$ cat src/rtl/ldu_hz_pkg.sv
package ldu_hz_pkg;
  typedef enum logic [1:0] {
    CLS_ALU   = 2'd0,
    CLS_BEQZ  = 2'd1,
    CLS_LOAD  = 2'd2,
    CLS_STORE = 2'd3
  } icls_e;

  typedef enum logic [1:0] {
    SRC_RF  = 2'd0,
    SRC_MEM = 2'd1,
    SRC_WB  = 2'd2
  } fsel_e;
endpackage

$ cat src/rtl/ldu_load_cmp.sv
module ldu_load_cmp
  import ldu_hz_pkg::*;
#(
  parameter int AW = 5
) (
  input  logic          clk,
  input  logic          rst,
  input  logic [AW-1:0] d_rs1,
  input  logic [AW-1:0] d_rs2,
  input  logic          d_re1,
  input  logic          d_re2,
  input  logic [1:0]    d_cls,
  input  logic [AW-1:0] x_rd,
  input  logic          x_wen,
  input  logic [1:0]    x_cls,
  output logic          stall,
  output logic          st_hit
);
  logic x_is_ld;
  logic hit_base;
  logic hit_data;
  logic d_is_st;

  // a load in execute whose result is still in flight
  assign x_is_ld  = x_wen && (x_cls == CLS_LOAD) && (x_rd != '0);
  assign d_is_st  = (d_cls == CLS_STORE);
  assign hit_base = d_re1 && (d_rs1 == x_rd);
  assign hit_data = d_re2 && (d_rs2 == x_rd);

  // store data is picked up late, in the memory stage
  assign stall  = x_is_ld && (hit_base || (hit_data && !d_is_st));
  assign st_hit = x_is_ld && hit_data && d_is_st && !hit_base;


  stall_single_chk: assert property (@(posedge clk) disable iff (rst)
    stall |=> !stall);


  st_no_stall_chk: assert property (@(posedge clk) disable iff (rst)
    (d_is_st && d_re1 && (d_rs1 != x_rd)) |-> !stall);
endmodule

$ cat src/rtl/ldu_fwd_pick.sv
module ldu_fwd_pick
  import ldu_hz_pkg::*;
#(
  parameter int AW = 5
) (
  input  logic [AW-1:0] rs,
  input  logic          re,
  input  logic [AW-1:0] x_rd,
  input  logic          x_wen,
  input  logic [1:0]    x_cls,
  input  logic [AW-1:0] m_rd,
  input  logic          m_wen,
  output logic [1:0]    sel
);
  logic near_hit;
  logic far_hit;

  // producers seen from decode: execute becomes memory, memory becomes writeback
  assign near_hit = re && x_wen && (x_rd != '0) && (x_rd == rs);
  assign far_hit  = re && m_wen && (m_rd != '0) && (m_rd == rs);

  always_comb begin
    if (near_hit) begin
      sel = (x_cls == CLS_ALU) ? SRC_MEM : SRC_RF;
    end else if (far_hit) begin
      sel = SRC_WB;
    end else begin
      sel = SRC_RF;
    end
  end
endmodule

$ cat src/rtl/ldu_store_fwd.sv
module ldu_store_fwd #(
  parameter int LAG = 2
) (
  input  logic clk,
  input  logic rst,
  input  logic hit,
  input  logic hold,
  output logic st_fwd
);
  logic [LAG-1:0] pipe_q;

  always_ff @(posedge clk) begin
    if (rst) begin
      pipe_q <= '0;
    end else begin
      pipe_q[0] <= hit && !hold;
      for (int i = 1; i < LAG; i++) begin
        pipe_q[i] <= pipe_q[i-1];
      end
    end
  end

  assign st_fwd = pipe_q[LAG-1];
endmodule

$ cat src/rtl/ldu_hazard_ctl.sv
module ldu_hazard_ctl
  import ldu_hz_pkg::*;
#(
  parameter int AW = 5
) (
  input  logic          clk,
  input  logic          rst,
  input  logic [AW-1:0] d_rs1,
  input  logic [AW-1:0] d_rs2,
  input  logic          d_re1,
  input  logic          d_re2,
  input  logic [1:0]    d_cls,
  input  logic [AW-1:0] x_rd,
  input  logic          x_wen,
  input  logic [1:0]    x_cls,
  input  logic [AW-1:0] m_rd,
  input  logic          m_wen,
  input  logic [1:0]    m_cls,
  output logic          stall,
  output logic          bubble,
  output logic [1:0]    fwd_a,
  output logic [1:0]    fwd_b,
  output logic          st_fwd
);
  localparam int NOPS = 2;
  localparam int ST_LAG = 2;

  logic          st_hit;
  logic [AW-1:0] src_v [NOPS];
  logic          ren_v [NOPS];
  logic [1:0]    sel_v [NOPS];
  logic [1:0]    fwd_q [NOPS];

  assign src_v[0] = d_rs1;
  assign src_v[1] = d_rs2;
  assign ren_v[0] = d_re1;
  assign ren_v[1] = d_re2;

  ldu_load_cmp #(.AW(AW)) u_cmp (
    .clk   (clk),
    .rst   (rst),
    .d_rs1 (d_rs1),
    .d_rs2 (d_rs2),
    .d_re1 (d_re1),
    .d_re2 (d_re2),
    .d_cls (d_cls),
    .x_rd  (x_rd),
    .x_wen (x_wen),
    .x_cls (x_cls),
    .stall (stall),
    .st_hit(st_hit)
  );

  assign bubble = stall;

  for (genvar g = 0; g < NOPS; g++) begin : g_op
    ldu_fwd_pick #(.AW(AW)) u_pick (
      .rs    (src_v[g]),
      .re    (ren_v[g]),
      .x_rd  (x_rd),
      .x_wen (x_wen),
      .x_cls (x_cls),
      .m_rd  (m_rd),
      .m_wen (m_wen),
      .sel   (sel_v[g])
    );

    // the bubble entering execute reads nothing
    always_ff @(posedge clk) begin
      if (rst || stall) begin
        fwd_q[g] <= SRC_RF;
      end else begin
        fwd_q[g] <= sel_v[g];
      end
    end


    mem_src_alu_chk: assert property (@(posedge clk) disable iff (rst)
      (fwd_q[g] == SRC_MEM) |-> ($past(x_cls) == CLS_ALU));
  end

  assign fwd_a = fwd_q[0];
  assign fwd_b = fwd_q[1];

  ldu_store_fwd #(.LAG(ST_LAG)) u_stf (
    .clk   (clk),
    .rst   (rst),
    .hit   (st_hit),
    .hold  (stall),
    .st_fwd(st_fwd)
  );


  st_in_mem_chk: assert property (@(posedge clk) disable iff (rst)
    st_fwd |-> (m_cls == CLS_STORE));


  zero_never_chk: assert property (@(posedge clk) disable iff (rst)
    ((d_rs1 == '0) && (d_rs2 == '0)) |-> !stall);


  rst_clear_chk: assert property (@(posedge clk)
    rst |=> ((fwd_a == 2'd0) && (fwd_b == 2'd0) && !st_fwd));
endmodule

$ cat config.mk
export PLATFORM = sky130hd
export DESIGN_NAME = ldu_hazard_ctl
export DESIGN_NICKNAME = d
export VERILOG_FILES = /design/src/rtl/ldu_hz_pkg.sv /design/src/rtl/ldu_load_cmp.sv /design/src/rtl/ldu_fwd_pick.sv /design/src/rtl/ldu_store_fwd.sv /design/src/rtl/ldu_hazard_ctl.sv
export SDC_FILE = /design/constraint.sdc
export NUM_CORES = 1
export LEC_CHECK = 0
export CAP_MARGIN = 20
export CORE_MARGIN = 4
export CORE_UTILIZATION = 33
export CTS_CLUSTER_SIZE = 30
export DETAILED_ROUTE_END_ITERATION = 12
export HOLD_SLACK_MARGIN = 0.08
export PLACE_DENSITY = 0.74
export SYNTH_ARGS = -nofsm -noshare
export SYNTH_HDL_FRONTEND = slang
export SYNTH_HIERARCHICAL = 1
export SYNTH_SLANG_ARGS = --single-unit
$ cat constraint.sdc
create_clock -name clk -period 1.5 [get_ports clk]
set_clock_uncertainty 0.05 [all_clocks]
set_input_delay 0.225 -clock clk [delete_from_list [all_inputs] [get_ports clk]]
set_output_delay 0.225 -clock clk [all_outputs]
set_load 0.005 [all_outputs]
* Yosys cells after proc, flatten, opt, wreduce, memory -nomap -nowiden
Memory sizes are Yosys's and may differ from the RTL's. Index checks and enable logic that the tools add are counted.
Storage, ports and cells: register bits after elaboration 2, RAM bits 4, input port bits 32, memories kept 1
Cells by class: equality and inequality tests 8, muxes and demuxes 10, bitwise gates (word level) 2, reductions and logical operators 30
Memory list:
- fwd_q | depth 2, width 2, rd ports 2, clocked after Yosys merged registers in 0, write ports 2, RTL line ldu_hazard_ctl.sv:32 | logic [1:0] fwd_q [NOPS];
Operators by type and width (number):
- $eq A5 B5 Y1 | 6
- $logic_and A1 B1 Y1 | 22
- $mux W2 | 6
- $reduce_bool A5 Y1 | 2
- $eq A2 B2 Y1 const B | 2
- $mux W1 | 4
- $logic_not A1 Y1 | 3
- $logic_not A2 Y1 | 1
- $logic_or A1 B1 Y1 | 2
- $or A1 B1 Y1 | 2

* Logic depth before layout (Yosys ltp)
Gate-level depths: netlist of the first run.
word-level depth 9, mapped depth 5, mapped depth without buffers 5

* Cells and area by module
Netlist of the first run, hierarchy kept.
Modules (own cells, without submodules):
- ldu_fwd_pick | times used 2, cells an instance 23, area each 157.7 um^2
- ldu_load_cmp | times used 1, cells an instance 22, area each 175.2 um^2
- ldu_hazard_ctl | times used 1, cells an instance 9, area each 117.6 um^2
- ldu_store_fwd | times used 1, cells an instance 4, area each 58.8 um^2

* Least setup slack after synthesis of the first run
OpenSTA, ideal clock, no wires.
path type input -> output, from in x_rd[1], to out stall, data arrival time 1.387 ns, data required time 1.225 ns, path slack -0.162 ns, stages 5, path buffers 1, cell sequence xor2_1 > nor4_4 > nand4_1 > a21oi_1 > buf_4
On the way: cells in the longest elaborated chain, start to end 5, elaborated cells between the ends (all ways) 9, classes of those cells 2 x eq/ne; 7 x reduce/logical
Ends and longest elaborated chain:
- start: declaration | RTL line ldu_hazard_ctl.sv:13 | input logic [AW-1:0] x_rd,
- $eq A5 B5 Y1 | RTL line ldu_load_cmp.sv:28 | assign hit_data = d_re2 && (d_rs2 == x_rd);
- $logic_and A1 B1 Y1 | RTL line ldu_load_cmp.sv:28
- $logic_and A1 B1 Y1 | RTL line ldu_load_cmp.sv:31 | assign stall = x_is_ld && (hit_base || (hit_data && !d_is_st));
- $logic_or A1 B1 Y1 | RTL line ldu_load_cmp.sv:31
- $logic_and A1 B1 Y1 * | RTL line ldu_load_cmp.sv:31
- end: declaration | RTL line ldu_hazard_ctl.sv:19 | output logic stall,
Mark *: on every way between the ends. The rest lies on a longest branch, timed or not.

* Final worst setup path of the first run
from in d_rs1[2], to out bubble
On the way: cells in the longest elaborated chain, start to end 4
Ends and longest elaborated chain:
- start: declaration | RTL line ldu_hazard_ctl.sv:8 | input logic [AW-1:0] d_rs1,
- $eq A5 B5 Y1 | RTL line ldu_load_cmp.sv:27 | assign hit_base = d_re1 && (d_rs1 == x_rd);
- $logic_and A1 B1 Y1 | RTL line ldu_load_cmp.sv:27
- $logic_or A1 B1 Y1 | RTL line ldu_load_cmp.sv:31
- $logic_and A1 B1 Y1 | RTL line ldu_load_cmp.sv:31
- end: declaration | RTL line ldu_hazard_ctl.sv:20 | output logic bubble,
Every way passes these cells.

==> implementation parameters, run 1 <==
Parameter                              Value

Power
  Total power    0.592 mW
  Peak supply drop    0.273 mV
  Total power divided by cell area    426 nW/um^2
  Leakage power    0.592 nW

Yosys
  Cell count after synthesis    81
  Total of flip-flops plus latches after synthesis    6
  Fraction of post-synthesis cell area in the top cell type by area    26.3%
  Synth cell types    23
  Synth area leaders    sky130_fd_sc_hd__xor2_1 (26%), sky130_fd_sc_hd__dfxtp_1 (18%), sky130_fd_sc_hd__xnor2_1 (7.9%)
  Count of warnings emitted by yosys    6
  Post-Synthesis Net Count    113
  Portion of the post-synthesis area used by sequential elements    18.0%
  Syn avg cell area    8.23 sq um
  Cell taking the most area after synthesis    sky130_fd_sc_hd__xor2_1
  Mapped cell area    667 sq um

Final layout
  Commonest non-fill, non-tap cells in the layout    sky130_fd_sc_hd__buf_4 (20), sky130_fd_sc_hd__xor2_1 (15), sky130_fd_sc_hd__buf_6 (11), sky130_fd_sc_hd__clkdlybuf4s50_1 (9), sky130_fd_sc_hd__nor2_1 (8)
  Antenna diode instance count    0
  Post-Layout Cell Count    171
  Utilization after layout    76.4%
  Share of final-layout standard cells stronger than drive strength 1    47.9%
  Final Net Count    180
  Final-layout fill cell count    144
  Growth of design area from synthesis to finish    108%
  Leading cell type in the layout, fill and taps excluded    sky130_fd_sc_hd__buf_4

Clocking
  Max clock buf depth    2
  Number of sinks driven by the clock tree    6
  Clock latency on the worst-skew pair    0.24 ns
  Clock-pin slew on the worst setup and hold paths    0.04 ns
  Number of hold buffers added after cts    0
  Htree depth    1
  CTS buffer count    3
  CTS tree    done
  Clock Root Buffer    sky130_fd_sc_hd__clkbuf_4

Critical path
  Top Family by Delay on Critical Path    simple AND/OR/NAND/NOR gates
  Beginning of the worst register-to-register path    u_stf/pipe_q[0]
  Critical Path Slowest Stage Cell    sky130_fd_sc_hd__nor4_1
  Required arrival time at the worst endpoint    1.22 ns
  Kind of end point of the critical path    output port
  Cell Chain, Critical Path    buf_2 > xor2_2 > nor4_1 > nand3_1 > a21oi_4 > buf_6 > buf_6
  Category of the most critical setup path    in2out
  Data arrival time of the critical path    1.55 ns
  Buffers & Inverters on Critical Path    3
  CP max FO    2
  Critical path's largest stage delay    0.35 ns
  R2R setup slack    0.91 ns
  Critical Path Most Common Cell    sky130_fd_sc_hd__buf_6
  Reg-to-Reg End    u_stf/pipe_q[1]
  Launch point of the critical path    d_rs1[2]
  Logic depth of the worst register-to-register path    1
  Setup crit start kind    primary input

Hold path
  Worst-case hold path end point    u_stf/pipe_q[1]
  Hold Crit Depth    1
  Min-Delay Path Class    reg2reg
  Hold Startpoint    u_stf/pipe_q[0]

Timing
  Setup repair after global routing missed its margin    true
  Final critical-path setup slack    -0.324 ns
  Smallest hold slack    0.413 ns
  Final min period    1.82 ns
  Setup tns final    -1.09 ns
  Final cycle utilization of the critical path    122%
  Maximum achievable frequency    548 MHz
  Final hold violations    0
  Slew HR    77.1%
  Final number of max-transition violations    0
  Total setup violations reported at the end of the flow    7
  Worst-Margin Slew    0.343 ns

Place
  Hpwl dp    2050 um
  Routability congestion estimate    0.857
  # placed instances    166
  PortBufs    36

GRT
  Largest net degree at the start of global routing    7
  Global-route total usage across every layer    20.5%
  First-pass GRT wire length    4140 um
  Via count of the first global-routing pass    973
  Aggregate global routing overflow    0
  Number of antenna violations at the first check in global routing    0

Job
  Number of max-cap violations    0

Route
  Routed wirelength normalized by instance count    14.8 um
  Number of optimization iterations in the first detailed-route pass    4
  Wirelength, routed    2530 um
  Final antenna-violating net count    0
  First-iteration detailed-routing DRC count    8
  DRC violations left    0
  Total number of vias    886
  Routed vias/inst    5.18

Die
  Site Rows    15
  Initial Utilization    36.6%
  Top-level port count    39
  Floorplan die area    2800 sq um
  Die boundary height    53.0 um
  Width of the die    53.0 um
  Area inside the core boundary    1820 sq um

Status
  Violated checks    setup timing
  Run status    complete, but fails checks
logic make-up after synthesis:
kind of cell	count (synthesis)	share of synthesized area, %
buffers and inverters	3	2.25
flip-flops	6	18.0
XOR/XNOR	26	34.1
AND/OR/NAND/NOR	36	33.6
AO/OA/AOI/OAI	10	12.0
cell type report:
type                    instances  area [sq um]  share of cell area [%]
well taps                      25          31.3                    2.25
inverters                       2          7.51                   0.540
clock buffers                   3          22.5                    1.62
multi-input cells              72           658                    47.3
flip-flops and latches          6           120                    8.64
repair buffers                 63           551                    39.6
metrics by stage:
stage	instance area, sq um	setup WS (ns)
4_1_cts	1370	-0.206
6_report	1390	-0.324
5_1_grt	1390	-0.336
2_1_floorplan	682	0.0152
3_5_place_dp	1250	-0.888
3_3_place_gp	1250	-0.833
power breakdown:
group	switching [mW]	leakage, nW	internal [mW]	total (mW)
clock network	0.0554	0.0138	0.0903	0.146
registers	0.000105	0.0483	0.161	0.161
logic	0.133	0.530	0.154	0.286
total	0.188	0.592	0.404	0.592
state kept, by name, indices dropped and copies added (netlist names):
signal,cells
fwd_q,4
u_stf/pipe_q,2
metal layers:
layer | track usage (%) | wire length, um | vias up
li1 | - | - | 419
met1 | 19.3 | 883 | 405
met2 | 41.9 | 1370 | 51
met3 | 0.845 | 165 | 11
met4 | 12.8 | 119 | 0
met5 | 0 | 0 | -
synth_stat cells:
master,instances
sky130_fd_sc_hd__xnor2_1,6
sky130_fd_sc_hd__nor4b_2,1
sky130_fd_sc_hd__nor3b_1,4
sky130_fd_sc_hd__nand4_1,1
sky130_fd_sc_hd__nor3b_2,1
sky130_fd_sc_hd__nand3_1,4
sky130_fd_sc_hd__dfxtp_1,6
sky130_fd_sc_hd__nor2_1,9
sky130_fd_sc_hd__xor2_1,20
sky130_fd_sc_hd__inv_1,2
sky130_fd_sc_hd__o41ai_1,2
sky130_fd_sc_hd__a21oi_1,3
sky130_fd_sc_hd__and3_1,2
sky130_fd_sc_hd__nor3_1,2
sky130_fd_sc_hd__or4_1,3
sky130_fd_sc_hd__nor4_4,1
sky130_fd_sc_hd__buf_4,1
sky130_fd_sc_hd__a211oi_2,2
sky130_fd_sc_hd__nor4_1,3
sky130_fd_sc_hd__nand2_1,4
sky130_fd_sc_hd__o21ai_1,1
sky130_fd_sc_hd__o2111ai_1,2
sky130_fd_sc_hd__nor2b_1,1
timing repair:
item,4_1_cts,5_1_grt
pin swaps,19,13
setup buffers,3,0
resized for setup,90,20
setup endpoints to repair,7,7
how the worst max path moves through the flow:
| stage | to | slack, ns | depth (start not counted) |
|---|---|---|---|
| 2_1_floorplan | stall | 0.02 | 5 |
| 3_3_place_gp | bubble | -0.83 | 6 |
| 5_1_grt | bubble | -0.34 | 7 |
| 4_1_cts | bubble | -0.21 | 7 |
| 6_report | bubble | -0.32 | 7 |
| 3_5_place_dp | bubble | -0.89 | 6 |
Note: power is estimated with default switching activity, not from simulation.
==> run 2: changes to the inputs <==
--- a/config.mk
+++ b/config.mk
@@ -11,6 +11,7 @@
 export CTS_CLUSTER_SIZE = 30
 export DETAILED_ROUTE_END_ITERATION = 12
 export HOLD_SLACK_MARGIN = 0.08
+export MAX_ROUTING_LAYER = met4
 export PLACE_DENSITY = 0.74
 export SYNTH_ARGS = -nofsm -noshare
 export SYNTH_HDL_FRONTEND = slang
==> run 2 against run 1 <==
Against the previous run:
- sequential power is essentially flat
- flip-flop and latch count is the same
- first-iteration DRC count shrank 50%
- highest routed layer unchanged
- design area grew 6.1%
- the run still ends with setup timing left
- non-clock buffer count grew 1
- core utilization grew 4.7 points
- global-route usage shrank 1.0 points
- largest power group unchanged
- power grew 4.5%
- sequential share of layout area shrank 0.50 points
- hold slack lost 0.023 ns
==> implementation parameters, run 2 (same netlist as run 1, synthesis figures left out) <==
Parameter                              Value

Status
  Run status    complete, but fails checks (unchanged)
  Violated checks    setup timing (unchanged)

Hold path
  Hold Crit Depth    1 (unchanged)
  Hold Startpoint    u_stf/pipe_q[0] (unchanged)
  Worst-case hold path end point    u_stf/pipe_q[1] (unchanged)
  Min-Delay Path Class    reg2reg (unchanged)

Power
  Combinational power share    50.8% (was 48.3%)
  Total power divided by cell area    420 nW/um^2 (was 426 nW/um^2)
  Reg power frac    25.9% (was 27.1%)
  Total net switching power    0.199 mW (was 0.188 mW)
  Total power    0.619 mW (was 0.592 mW)
  Leakage power    0.628 nW (was 0.592 nW)
  Clock network fraction of design power    23.3% (was 24.6%)
  Peak supply drop    0.308 mV (was 0.273 mV)
  Switching share of power    32.2% (was 31.7%)
  Total internal power    0.420 mW (was 0.404 mW)

GRT
  Largest net degree at the start of global routing    7 (unchanged)
  Global-route total usage across every layer    19.5% (was 20.5%)
  Number of antenna violations at the first check in global routing    0 (unchanged)
  Global-route track usage on met3    1.41% (was 0.845%)
  GRT met1 Usage    18.7% (was 19.3%)
  Aggregate global routing overflow    0 (unchanged)
  Met2 global-route usage    39.7% (was 41.9%)
  Via count of the first global-routing pass    881 (was 973)
  Highest-utilization routing layer at the global route stage    met2 (unchanged)
  First-pass GRT wire length    3850 um (was 4140 um)

Die
  Width of the die    53.0 um (unchanged)
  Die boundary height    53.0 um (unchanged)
  Initial Utilization    36.6% (unchanged)
  Floorplan die area    2800 sq um (unchanged)
  Top-level port count    39 (unchanged)
  Area inside the core boundary    1820 sq um (unchanged)
  Site Rows    15 (unchanged)

Final layout
  Largest registers    fwd_q x4, u_stf/pipe_q x2 (unchanged)
  Post-Layout Cell Count    172 (was 171)
  Growth of design area from synthesis to finish    121% (was 108%)
  Largest register by flop count    fwd_q (unchanged)
  Commonest non-fill, non-tap cells in the layout    sky130_fd_sc_hd__buf_4 (22), sky130_fd_sc_hd__xor2_1 (16), sky130_fd_sc_hd__buf_6 (14), sky130_fd_sc_hd__clkdlybuf4s50_1 (9), sky130_fd_sc_hd__nor2_1 (8) (was sky130_fd_sc_hd__buf_4 (20), sky130_fd_sc_hd__xor2_1 (15), sky130_fd_sc_hd__buf_6 (11), sky130_fd_sc_hd__clkdlybuf4s50_1 (9), sky130_fd_sc_hd__nor2_1 (8))
  Antenna diode instance count    0 (unchanged)
  Number of flip-flops in the largest register    4 (unchanged)
  Utilization after layout    81.0% (was 76.4%)
  Leading cell type in the layout, fill and taps excluded    sky130_fd_sc_hd__buf_4 (unchanged)
  Final Net Count    181 (was 180)
  Share of final-layout standard cells stronger than drive strength 1    49.7% (was 47.9%)

Timing
  Final critical-path setup slack    -0.246 ns (was -0.324 ns)
  Final hold violations    0 (unchanged)
  Setup repair after global routing missed its margin    true (unchanged)
  Final cycle utilization of the critical path    116% (was 122%)
  Final min period    1.75 ns (was 1.82 ns)
  Maximum achievable frequency    573 MHz (was 548 MHz)
  Slew HR    77.2% (was 77.1%)
  Total setup violations reported at the end of the flow    7 (unchanged)
  Worst-Margin Slew    0.341 ns (was 0.343 ns)
  Smallest hold slack    0.390 ns (was 0.413 ns)
  Final number of max-transition violations    0 (unchanged)

Place
  Pre-CTS setup slack    -0.866 ns (was -0.888 ns)
  PortBufs    36 (unchanged)
  Hpwl dp    1960 um (was 2050 um)
  Routability congestion estimate    0.885 (was 0.857)
  # placed instances    166 (unchanged)

Clocking
  Clock-pin slew on the worst setup and hold paths    0.04 ns (about the same)
  CTS tree    done (unchanged)
  Clock latency on the worst-skew pair    0.24 ns (about the same)
  Htree depth    1 (unchanged)
  Clock Root Buffer    sky130_fd_sc_hd__clkbuf_4 (unchanged)
  CTS buffer count    3 (unchanged)
  Number of hold buffers added after cts    0 (unchanged)
  Max clock buf depth    2 (unchanged)
  Number of sinks driven by the clock tree    6 (unchanged)

Critical path
  Required arrival time at the worst endpoint    1.22 ns (about the same)
  Setup crit start kind    primary input (unchanged)
  Data arrival time of the critical path    1.47 ns (was 1.55 ns)
  Beginning of the worst register-to-register path    u_stf/pipe_q[0] (unchanged)
  R2R setup slack    0.93 ns (was 0.91 ns)
  Reg-to-Reg End    u_stf/pipe_q[1] (unchanged)
  CP max FO    2 (unchanged)
  Category of the most critical setup path    in2out (unchanged)
  Kind of end point of the critical path    output port (unchanged)
  Logic depth of the worst register-to-register path    1 (unchanged)

Route
  Routed vias/inst    5.05 (was 5.18)
  Total number of vias    869 (was 886)
  Number of optimization iterations in the first detailed-route pass    4 (unchanged)
  Final antenna-violating net count    0 (unchanged)
  DRC violations left    0 (unchanged)
  Routed wirelength normalized by instance count    15.2 um (was 14.8 um)
  Wirelength, routed    2620 um (was 2530 um)
  First-iteration detailed-routing DRC count    4 (was 8)

Job
  Number of max-cap violations    0 (unchanged)
[run 2: changes by cell type in the layout (fill, tap and decap cells not counted), sizes merged]
cell,change
buf,+1
clkbuf,-2
dlygate4sd2,-1
clkdlybuf4s15,+2
dlymetal6s2s,+1
[run 2: worst max-delay path: stages]
cell and delay (ns):
sky130_fd_sc_hd__clkdlybuf4s15_2 0.20, sky130_fd_sc_hd__xor2_1 0.15, sky130_fd_sc_hd__nor4_1 0.30, sky130_fd_sc_hd__nand3_1 0.20
sky130_fd_sc_hd__a21oi_4 0.20, sky130_fd_sc_hd__buf_6 0.11, sky130_fd_sc_hd__buf_6 0.08
[run 2: timing repair]
item | CTS | global route
gates resized for setup | 94 | 27
pin swaps | 16 | 19
setup buffers | 3 | 1
setup endpoints to repair | 7 | 7
endpoints found under the hold margin | 0 | 0
[run 2: how the worst max path moves through the flow]
stage | slack, ns | endpoint | from
global placement | -0.83 | bubble | x_rd[4]
global route | -0.31 | bubble | d_rs1[0]
detailed placement | -0.87 | bubble | x_rd[0]
finish | -0.25 | bubble | d_rs1[0]
floorplan | 0.02 | stall | x_rd[1]
CTS | -0.21 | bubble | x_rd[4]
[run 2: layer usage]
metal,share of wire [%],up-vias
li1,-,421
met1,35,399
met2,56,40
met3,5.9,9
met4,2.7,0
met5,0,-
[run 2: final cells by class]
type                       instances  area [sq um]
tap                               25          31.3
multi-input combinational         72           699
fill                             122           345
timing repair buffer              64           594
clock buffer                       3          22.5
sequential                         6           120
inverter                           2          7.51
[run 2: through the flow]
stage	setup TNS (ns)	area [sq um]
finish	-0.545	1480
global route	-1.01	1480
CTS	-0.395	1400
detailed placement	-4.66	1250
global placement	-4.49	1250
floorplan	0	682
[run 2: power groups by stage]
stage	Combinational [mW]	Clock (mW)	Sequential (mW)
finish	0.314	0.144	0.161
global route	0.336	0.154	0.160
CTS	0.287	0.149	0.160
detailed placement	0.267	0	0.163
global placement	0.261	0	0.163
floorplan	0.0834	0	0.163
==> run 3: changes to the inputs <==
--- a/config.mk
+++ b/config.mk
@@ -5,7 +5,6 @@
 export SDC_FILE = /design/constraint.sdc
 export NUM_CORES = 1
 export LEC_CHECK = 0
-export CAP_MARGIN = 20
 export CORE_MARGIN = 4
 export CORE_UTILIZATION = 33
 export CTS_CLUSTER_SIZE = 30
==> results of run 3 <==
No change in the layout: final DEF, timing and power equal those of run 2.
